$ cat config.mk
export PLATFORM = sky130hd
export DESIGN_NAME = tx_desc_ring
export DESIGN_NICKNAME = d
export VERILOG_FILES = /design/src/rtl/tx_desc_pkg.sv /design/src/rtl/tx_frame_buf.sv /design/src/rtl/tx_ring_walker.sv /design/src/rtl/tx_desc_ring.sv
export SDC_FILE = /design/constraint.sdc
export NUM_CORES = 1
export LEC_CHECK = 0
export CAP_MARGIN = 20
export CELL_PAD_IN_SITES_DETAIL_PLACEMENT = 1
export CELL_PAD_IN_SITES_GLOBAL_PLACEMENT = 1
export CORE_MARGIN = 2
export CORE_UTILIZATION = 50
export CTS_CLUSTER_DIAMETER = 80
export DETAILED_ROUTE_END_ITERATION = 8
export PLACE_DENSITY = 0.77
export SLEW_MARGIN = 5
export SYNTH_ARGS = -nofsm -noshare
export SYNTH_HDL_FRONTEND = slang
export SYNTH_SLANG_ARGS = --single-unit
export TNS_END_PERCENT = 5
$ cat constraint.sdc
create_clock -name clk_i -period 4.6 [get_ports clk_i]
set_clock_uncertainty 0.1 [all_clocks]
set_input_delay 1.15 -clock clk_i [delete_from_list [all_inputs] [get_ports clk_i]]
set_output_delay 1.15 -clock clk_i [all_outputs]
set_load 0.02 [all_outputs]
$ cat src/rtl/tx_desc_pkg.sv
package tx_desc_pkg;
  localparam int LEN_W      = 16;
  localparam int DESC_BYTES = 8;
  // positions inside the first descriptor word (flags live in [31:16])
  localparam int RDY_BIT  = 31;
  localparam int WRAP_BIT = 29;
  localparam int LAST_BIT = 27;

  typedef enum logic [2:0] {
    W_IDLE,
    W_CTRL,
    W_PTR,
    W_BYTE,
    W_COMMIT,
    W_DRAIN,
    W_WBACK
  } walk_st_e;
endpackage

$ cat src/rtl/tx_frame_buf.sv
module tx_frame_buf #(
  parameter int FRAME_MAX = 64,
  localparam int FL_W = $clog2(FRAME_MAX + 1),
  localparam int IW   = $clog2(FRAME_MAX)
) (
  input  logic            clk_i,
  input  logic            rst_ni,
  input  logic            flush_i,
  input  logic            push_i,
  input  logic [7:0]      push_data_i,
  input  logic            commit_i,
  output logic [FL_W-1:0] fill_o,
  output logic            busy_o,
  output logic            tx_valid_o,
  output logic [7:0]      tx_data_o,
  output logic            tx_sop_o,
  output logic            tx_eop_o
);
  localparam logic [FL_W-1:0] CAP = FL_W'(FRAME_MAX);

  logic [7:0]      store_q [FRAME_MAX];
  logic [FL_W-1:0] fill_q, send_len_q, idx_q;
  logic            sending_q;
  logic            room_ok;

  assign room_ok = fill_q < CAP;

  always_ff @(posedge clk_i) begin
    if (push_i && room_ok) store_q[fill_q[IW-1:0]] <= push_data_i;
  end

  always_ff @(posedge clk_i or negedge rst_ni) begin
    if (!rst_ni) begin
      fill_q     <= '0;
      send_len_q <= '0;
      idx_q      <= '0;
      sending_q  <= 1'b0;
      tx_valid_o <= 1'b0;
      tx_data_o  <= '0;
      tx_sop_o   <= 1'b0;
      tx_eop_o   <= 1'b0;
    end else if (flush_i) begin
      fill_q     <= '0;
      sending_q  <= 1'b0;
      tx_valid_o <= 1'b0;
      tx_sop_o   <= 1'b0;
      tx_eop_o   <= 1'b0;
    end else begin
      tx_valid_o <= 1'b0;
      tx_sop_o   <= 1'b0;
      tx_eop_o   <= 1'b0;
      if (push_i && room_ok) fill_q <= fill_q + 1'b1;
      if (commit_i && fill_q != '0) begin
        sending_q  <= 1'b1;
        send_len_q <= fill_q;
        idx_q      <= '0;
        fill_q     <= '0;
      end
      if (sending_q) begin
        tx_valid_o <= 1'b1;
        tx_data_o  <= store_q[idx_q[IW-1:0]];
        tx_sop_o   <= idx_q == '0;
        tx_eop_o   <= idx_q == send_len_q - 1'b1;
        idx_q      <= idx_q + 1'b1;
        if (idx_q == send_len_q - 1'b1) sending_q <= 1'b0;
      end
    end
  end

  assign fill_o = fill_q;
  assign busy_o = sending_q;

  p_fill_cap_r3: assert property (@(posedge clk_i) disable iff (!rst_ni)
    fill_q <= CAP);
  p_no_push_in_burst_r2: assert property (@(posedge clk_i) disable iff (!rst_ni)
    push_i |-> !sending_q);
  p_burst_gap_r2: assert property (@(posedge clk_i) disable iff (!rst_ni)
    tx_eop_o |=> !tx_valid_o);
endmodule

$ cat src/rtl/tx_ring_walker.sv
module tx_ring_walker
  import tx_desc_pkg::*;
#(
  parameter int AW        = 32,
  parameter int FRAME_MAX = 64,
  localparam int FL_W = $clog2(FRAME_MAX + 1)
) (
  input  logic            clk_i,
  input  logic            rst_ni,
  input  logic            enable_i,
  input  logic            activate_i,
  input  logic            base_load_i,
  input  logic [AW-1:0]   base_i,
  output logic [AW-1:0]   base_o,
  output logic            mem_req_o,
  output logic            mem_we_o,
  output logic [AW-1:0]   mem_addr_o,
  output logic [31:0]     mem_wdata_o,
  input  logic [31:0]     mem_rdata_i,
  input  logic            mem_ack_i,
  output logic            push_o,
  output logic [7:0]      push_data_o,
  output logic            commit_o,
  input  logic [FL_W-1:0] fill_i,
  input  logic            drain_busy_i,
  output logic            ev_txb_o,
  output logic            ev_txf_o,
  output logic            ev_babble_o
);
  localparam logic [AW-1:0] STEP = AW'(DESC_BYTES);

  walk_st_e         st_q, after_st;
  logic [AW-1:0]    base_q, cur_q, ptr_q, base_new;
  logic [31:0]      ctrl_q;
  logic [LEN_W-1:0] left_q, copy_len;
  logic [LEN_W:0]   room_w;
  logic             bab_q, clip;
  logic             ev_txb_q, ev_txf_q, ev_bab_q;

  assign base_new = {base_i[AW-1:2], 2'b00};
  assign after_st = ctrl_q[LAST_BIT] ? W_COMMIT : W_WBACK;
  assign room_w   = (LEN_W + 1)'(FRAME_MAX) - (LEN_W + 1)'(fill_i);
  assign clip     = {1'b0, ctrl_q[LEN_W-1:0]} > room_w;
  assign copy_len = clip ? room_w[LEN_W-1:0] : ctrl_q[LEN_W-1:0];

  always_ff @(posedge clk_i or negedge rst_ni) begin
    if (!rst_ni) begin
      st_q     <= W_IDLE;
      base_q   <= '0;
      cur_q    <= '0;
      ptr_q    <= '0;
      ctrl_q   <= '0;
      left_q   <= '0;
      bab_q    <= 1'b0;
      ev_txb_q <= 1'b0;
      ev_txf_q <= 1'b0;
      ev_bab_q <= 1'b0;
    end else begin
      ev_txb_q <= 1'b0;
      ev_txf_q <= 1'b0;
      ev_bab_q <= 1'b0;
      if (!enable_i) begin
        st_q  <= W_IDLE;
        cur_q <= base_q;
      end else begin
        case (st_q)
          W_IDLE: if (activate_i) st_q <= W_CTRL;
          W_CTRL: if (mem_ack_i) begin
            ctrl_q <= mem_rdata_i;
            st_q   <= mem_rdata_i[RDY_BIT] ? W_PTR : W_IDLE;
          end
          W_PTR: if (mem_ack_i) begin
            ptr_q  <= mem_rdata_i;
            left_q <= copy_len;
            bab_q  <= clip;
            st_q   <= (copy_len == '0) ? after_st : W_BYTE;
          end
          W_BYTE: if (mem_ack_i) begin
            ptr_q  <= ptr_q + 1'b1;
            left_q <= left_q - 1'b1;
            if (left_q == LEN_W'(1)) st_q <= after_st;
          end
          W_COMMIT: st_q <= W_DRAIN;
          W_DRAIN:  if (!drain_busy_i) st_q <= W_WBACK;
          W_WBACK: if (mem_ack_i) begin
            ev_txb_q <= 1'b1;
            ev_txf_q <= ctrl_q[LAST_BIT];
            ev_bab_q <= bab_q;
            cur_q    <= ctrl_q[WRAP_BIT] ? base_q : cur_q + STEP;
            st_q     <= W_CTRL;
          end
          default: st_q <= W_IDLE;
        endcase
      end
      if (base_load_i) begin
        base_q <= base_new;
        cur_q  <= base_new;
      end
    end
  end

  always_comb begin
    mem_req_o  = 1'b0;
    mem_we_o   = 1'b0;
    mem_addr_o = cur_q;
    case (st_q)
      W_CTRL:  mem_req_o = 1'b1;
      W_PTR: begin
        mem_req_o  = 1'b1;
        mem_addr_o = cur_q + AW'(4);
      end
      W_BYTE: begin
        mem_req_o  = 1'b1;
        mem_addr_o = {ptr_q[AW-1:2], 2'b00};
      end
      W_WBACK: begin
        mem_req_o = 1'b1;
        mem_we_o  = 1'b1;
      end
      default: ;
    endcase
  end

  always_comb begin
    case (ptr_q[1:0])
      2'd0:    push_data_o = mem_rdata_i[7:0];
      2'd1:    push_data_o = mem_rdata_i[15:8];
      2'd2:    push_data_o = mem_rdata_i[23:16];
      default: push_data_o = mem_rdata_i[31:24];
    endcase
  end

  assign mem_wdata_o = {1'b0, ctrl_q[30:0]};
  assign push_o      = (st_q == W_BYTE) && mem_ack_i;
  assign commit_o    = st_q == W_COMMIT;
  assign base_o      = base_q;
  assign ev_txb_o    = ev_txb_q;
  assign ev_txf_o    = ev_txf_q;
  assign ev_babble_o = ev_bab_q;

  p_stop_not_ready_r1: assert property (@(posedge clk_i) disable iff (!rst_ni)
    (st_q == W_CTRL && mem_ack_i && !mem_rdata_i[RDY_BIT]) |=> st_q == W_IDLE);
  p_txf_with_txb_r4: assert property (@(posedge clk_i) disable iff (!rst_ni)
    ev_txf_q |-> ev_txb_q);
  p_wb_target_r5: assert property (@(posedge clk_i) disable iff (!rst_ni)
    (mem_req_o && mem_we_o) |-> (mem_addr_o == cur_q && !mem_wdata_o[RDY_BIT]));
  p_wrap_base_r6: assert property (@(posedge clk_i) disable iff (!rst_ni)
    (st_q == W_WBACK && mem_ack_i && ctrl_q[WRAP_BIT] && !base_load_i) |=> cur_q == base_q);
  p_advance_r6: assert property (@(posedge clk_i) disable iff (!rst_ni)
    (st_q == W_WBACK && mem_ack_i && !ctrl_q[WRAP_BIT] && enable_i && !base_load_i)
    |=> cur_q == $past(cur_q) + STEP);
  p_disabled_quiet_r7: assert property (@(posedge clk_i) disable iff (!rst_ni)
    !enable_i |=> !mem_req_o);
  p_base_aligned_r9: assert property (@(posedge clk_i) disable iff (!rst_ni)
    base_load_i |=> base_q[1:0] == 2'b00);
endmodule

$ cat src/rtl/tx_desc_ring.sv
module tx_desc_ring #(
  parameter int AW        = 32,
  parameter int FRAME_MAX = 64
) (
  input  logic          clk_i,
  input  logic          rst_ni,
  input  logic          enable_i,
  input  logic          activate_i,
  input  logic          base_load_i,
  input  logic [AW-1:0] base_i,
  output logic [AW-1:0] base_o,
  output logic          mem_req_o,
  output logic          mem_we_o,
  output logic [AW-1:0] mem_addr_o,
  output logic [31:0]   mem_wdata_o,
  input  logic [31:0]   mem_rdata_i,
  input  logic          mem_ack_i,
  output logic          tx_valid_o,
  output logic [7:0]    tx_data_o,
  output logic          tx_sop_o,
  output logic          tx_eop_o,
  output logic          ev_txb_o,
  output logic          ev_txf_o,
  output logic          ev_babble_o
);
  localparam int FL_W = $clog2(FRAME_MAX + 1);

  logic            push, commit, busy;
  logic [7:0]      push_data;
  logic [FL_W-1:0] fill;

  tx_ring_walker #(.AW(AW), .FRAME_MAX(FRAME_MAX)) u_walker (
    .clk_i, .rst_ni, .enable_i, .activate_i, .base_load_i, .base_i, .base_o,
    .mem_req_o, .mem_we_o, .mem_addr_o, .mem_wdata_o, .mem_rdata_i, .mem_ack_i,
    .push_o(push), .push_data_o(push_data), .commit_o(commit),
    .fill_i(fill), .drain_busy_i(busy),
    .ev_txb_o, .ev_txf_o, .ev_babble_o
  );

  tx_frame_buf #(.FRAME_MAX(FRAME_MAX)) u_frame (
    .clk_i, .rst_ni, .flush_i(!enable_i),
    .push_i(push), .push_data_i(push_data), .commit_i(commit),
    .fill_o(fill), .busy_o(busy),
    .tx_valid_o, .tx_data_o, .tx_sop_o, .tx_eop_o
  );
endmodule

==> summary.md, run 1 <==
| Metric | Value |
|---|---|
| Crit path DAT | 3.31 ns |
| Worst skew pair latency | around 0.64 ns |
| Filler instances | 5,807 |
| Port Buf Inserts | ~170 |
| Area of the multi-input gates | 0.01044 mm2 |
| Vias in the first global route | 22,270 |
| Worst Setup Start Kind | register |
| Clock Tree Buf Depth | 3 |
| Fin nets | 2,575 |
| Pin count of the biggest net entering global routing | 90 |
| Reg2reg setup slack | 0.63 ns |
| Maximum vdd drop | 424.7 uV |
| Crit path kind | register to primary output |
| Yosys warning count | 0 |
| Routed vias | 21,350 |
| Clock transition at the registers of the reported paths | 0.05 ns |
| Setup crit end | mem_addr_o[28] |
| CTS Buf Count | 74 |
| Crit path required time | 3.35 ns |
| WP depth | 7 |
| P per Cell Area | 535.8 mW/mm2 |
| CP Capture Type | primary output |
| Logic gate share of total power | 0.256 |
| Routed WL per cell | 28.47 um |
| First-pass GRT wire length | 143.8 mm |
| Net Sw Frac | 0.3289 |
| Final Wtd Congestion | 0.8808 |
| Crit path from | u_walker.cur_q[7] |
| Drt pass-1 iters | 9 |
| Vias per cell | 6.336 |
| Synth Instances | 2,213 |
| Initial DRC Count | 2,312 |
| Sequential Power Share | 0.444 |
| Number of synthesized register bits | 691 |
| Crit path max-delay cell type | clkdlybuf4s50_1 |
| Fin. Hold Viols | 0 |
| Slew Viols, Final | 0 |
| H-tree depth | 3 |
| CP Cell Sequence | nand3_1, nor4_4, and2_1, nand2_1, o41ai_1, a22o_1, clkdlybuf4s50_1 |
| Register cell area after layout | approximately 0.020 mm2 |
| R2r startpoint | u_frame.fill_o[4] |
| Final ANT Viol Nets | 0 |
| Pin slew with the least headroom to its limit | 1.126 ns |
| Fin crit share | 0.9912 |
| Full die area | about 0.064 mm2 |
| Chip width | 253.2 um |
| Seq/Total Area, Yosys | 0.6394 |
| Share of cells above drive strength 1 | 0.2006 |
| CTS sink cnt | between 600 and 700 |
| Worst Hold Class | register to register |
| Fin util | 0.6027 |
| Post-CTS Hold Fix Bufs | 0 |
| P_sw | about 6.5 mW |
| Max-Cap Viols | 0 |
| ANT cells | 0 |
| Worst Path Buf+Inv | 1 |
| Slew HR | 0.2332 |
| Final setup fails | 0 |
| Final Non-Filler Cells | ~3,400 |
| FF-to-FF path depth | 14 |
| Placement Rows | 91 |
| Antenna violations before repair | 1 |
| DP Cell Count | between 3,000 and 4,000 |
| Final global-route overflow total | 0 |
| RSZ-0062 raised after global routing | true |
| Initial Utilization | 0.5041 |
| Root Buffer Master | clkbuf_16 |
| WHS | slightly above 0.4 ns |
| Main synth FF type | edfxtp_1 |
| Fin area | 0.03713 mm2 |
| Yosys cell types | 75 |
| DRC | 0 |
| FFs w/ async S/R, synth | 0.2590 |
| Internal Power | around 13 mW |
| Fin crit period | 4.560 ns |
| Run status | finished clean |
| Static leakage power | about 13 nW |
| Crit Path Max Fanout | 6 |
| Final WL | roughly 96 mm |
| Reg-to-reg endpoint | u_walker.left_q[6] |
| Core area | 0.06160 mm2 |
| CP max stage delay | 0.64 ns |
| Total Routing Usage GR | 0.3046 |
| IO Count | ~180 |
| CTS tree | yes |
| Clock network power share | 0.300 |
| Die span in y | 253.2 um |
| Area growth syn-to-layout | 19.56% |
| CP top delay family | simple AND/OR/NAND/NOR gates |
| Placed cell area | 0.03461 mm2 |
| Max Clk Rate | between 200 and 250 MHz |
| Detailed placement HPWL | 64.30 mm |
| Mapped Avg Cell Area | 14.03 um2 |
| Number of synthesized flops with an enable pin | ~510 |
| Mapped cell area | 0.03105 mm2 |
-- stage by stage --
stage | TNS (ns) | total power [mW] | worst slack [ns]
4_1_cts | -0.1270 | 19.86 | -0.07213
5_1_grt | -0.05506 | 20.59 | -0.05506
3_5_place_dp | 0 | 13.91 | 0.5137
3_3_place_gp | 0 | 13.55 | 0.5141
6_report | 0 | 19.89 | 0.04027
2_1_floorplan | 0 | 11.37 | 0.9004
-- state kept, by name (all words and copies together), names as in the netlist --
name and cells:
u_frame.busy_o 1, u_frame.fill_o 7, u_frame.idx_q 7, u_frame.send_len_q 7
u_frame.store_q 512, u_frame.tx_data_o 8, u_frame.tx_eop_o 1, u_frame.tx_sop_o 1
u_frame.tx_valid_o 1, u_walker.bab_q 1, u_walker.base_o 30, u_walker.ctrl_q 31
u_walker.cur_q 30, u_walker.ev_babble_o 1, u_walker.ev_txb_o 1, u_walker.ev_txf_o 1
u_walker.left_q 16, u_walker.ptr_q 32, u_walker.st_q 3
-- cell type report --
cell class | instances | area share
timing repair buffer | 334 | 0.08355
clock inverter | 40 | 0.01223
sequential | 691 | 0.5352
tap | 837 | 0.02821
multi-input combinational | 1310 | 0.2812
clock buffer | 93 | 0.05315
inverter | 64 | 0.006471
-- cells in the final DEF, fill, tap and decap left out, types with 10 or more instances in the layout --
| cell type | Yosys | routed |
|---|---|---|
| a21oi_1 | 138 | 138 |
| a22oi_1 | 10 | 10 |
| a31oi_1 | 35 | 35 |
| and2_1 | 11 | 11 |
| buf_4 | 7 | 149 |
| clkbuf_1 | 82 | 14 |
| clkbuf_16 | 0 | 74 |
| clkdlybuf4s50_1 | 0 | 166 |
| clkinv_1 | 1 | 15 |
| clkinv_2 | 0 | 10 |
| dfrtp_1 | 179 | 172 |
| edfxtp_1 | 512 | 512 |
| ha_1 | 30 | 30 |
| inv_1 | 63 | 63 |
| mux2_2 | 49 | 49 |
| mux2i_1 | 35 | 27 |
| mux4_2 | 152 | 152 |
| nand2_1 | 154 | 154 |
| nand3_1 | 68 | 68 |
| nand4_1 | 25 | 25 |
| nor2_1 | 183 | 181 |
| nor3_1 | 35 | 33 |
| nor4_1 | 10 | 10 |
| o211ai_1 | 17 | 17 |
| o21ai_0 | 150 | 148 |
| o22ai_1 | 25 | 25 |
| or3_1 | 10 | 10 |
| xor2_1 | 14 | 14 |
-- Yosys cell counts, drive strengths merged, types with 35 or more instances --
master,instances,share of area
mux2,49,0.018
o21ai,151,0.024
mux2i,35,0.011
a21oi,138,0.022
nand3,68,0.011
nor3,36,0.0060
dfrtp,179,0.14
buf,68,0.011
mux4,152,0.11
a31oi,35,0.0071
nor2,183,0.022
edfxtp,512,0.50
inv,63,0.0076
clkbuf,84,0.010
nand2,154,0.019
-- power groups by stage --
| stage | clock network, mW | logic (mW) | registers [mW] |
|---|---|---|---|
| global placement | 0 | 4.67 | 8.88 |
| floorplan | 0 | 2.45 | 8.92 |
| CTS | 6.05 | 5.01 | 8.80 |
| global route | 6.26 | 5.46 | 8.87 |
| finish | 5.97 | 5.10 | 8.82 |
| detailed placement | 0 | 4.99 | 8.92 |
-- worst min-delay path, cell delays in order, from the launching register on --
cell     delay, ns
dfrtp_1       0.34
nand2_1       0.07
nand2_1       0.06
-- logic make-up after synthesis --
family                   count (synthesis)  synth area share
flip-flops                             691            0.6394
AND/OR/NAND/NOR                        555           0.08401
AO/OA/AOI/OAI                          462           0.08973
multiplexers                           236            0.1393
buffers and inverters                  216           0.02917
adder cells (fa/ha/maj)                 30           0.01209
XOR/XNOR                                22          0.006205
other                                    1         0.0001208
-- worst min path at each step --
| stage | from | to | slack [ns] | depth (start not counted) |
|---|---|---|---|---|
| floorplan | u_walker.bab_q | u_walker.ev_babble_o | 0.35 | 1 |
| global placement | u_walker.bab_q | u_walker.ev_babble_o | 0.37 | 1 |
| detailed placement | u_walker.bab_q | u_walker.ev_babble_o | 0.38 | 1 |
| CTS | u_walker.bab_q | u_walker.bab_q | 0.41 | 1 |
| global route | u_walker.bab_q | u_walker.bab_q | 0.43 | 1 |
| finish | u_walker.base_o[2] | u_walker.base_o[2] | 0.41 | 2 |
-- layer usage --
layer | GRT usage | vias up | share of wire
li1 | - | 9074 | -
met5 | 0 | - | 0.000073
met2 | 0.5144 | 974 | 0.50
met1 | 0.4098 | 11110 | 0.40
met3 | 0.04174 | 184 | 0.071
met4 | 0.1021 | 2 | 0.032
-- what timing repair did --
| item | in CTS | in global routing |
|---|---|---|
| gates resized for setup | 5 | 9 |
| pin swaps | 0 | 1 |
| setup endpoints to repair | 8 | 9 |
| setup buffers | 0 | 1 |
Power figures use the tool's default switching activity.
==> inputs of run 2 (changes only) <==
ABC_CLOCK_PERIOD_IN_PS = 4600   (was default)
==> results of run 2 <==
Same layout as run 1: the final DEF is identical, and so are final timing and power.
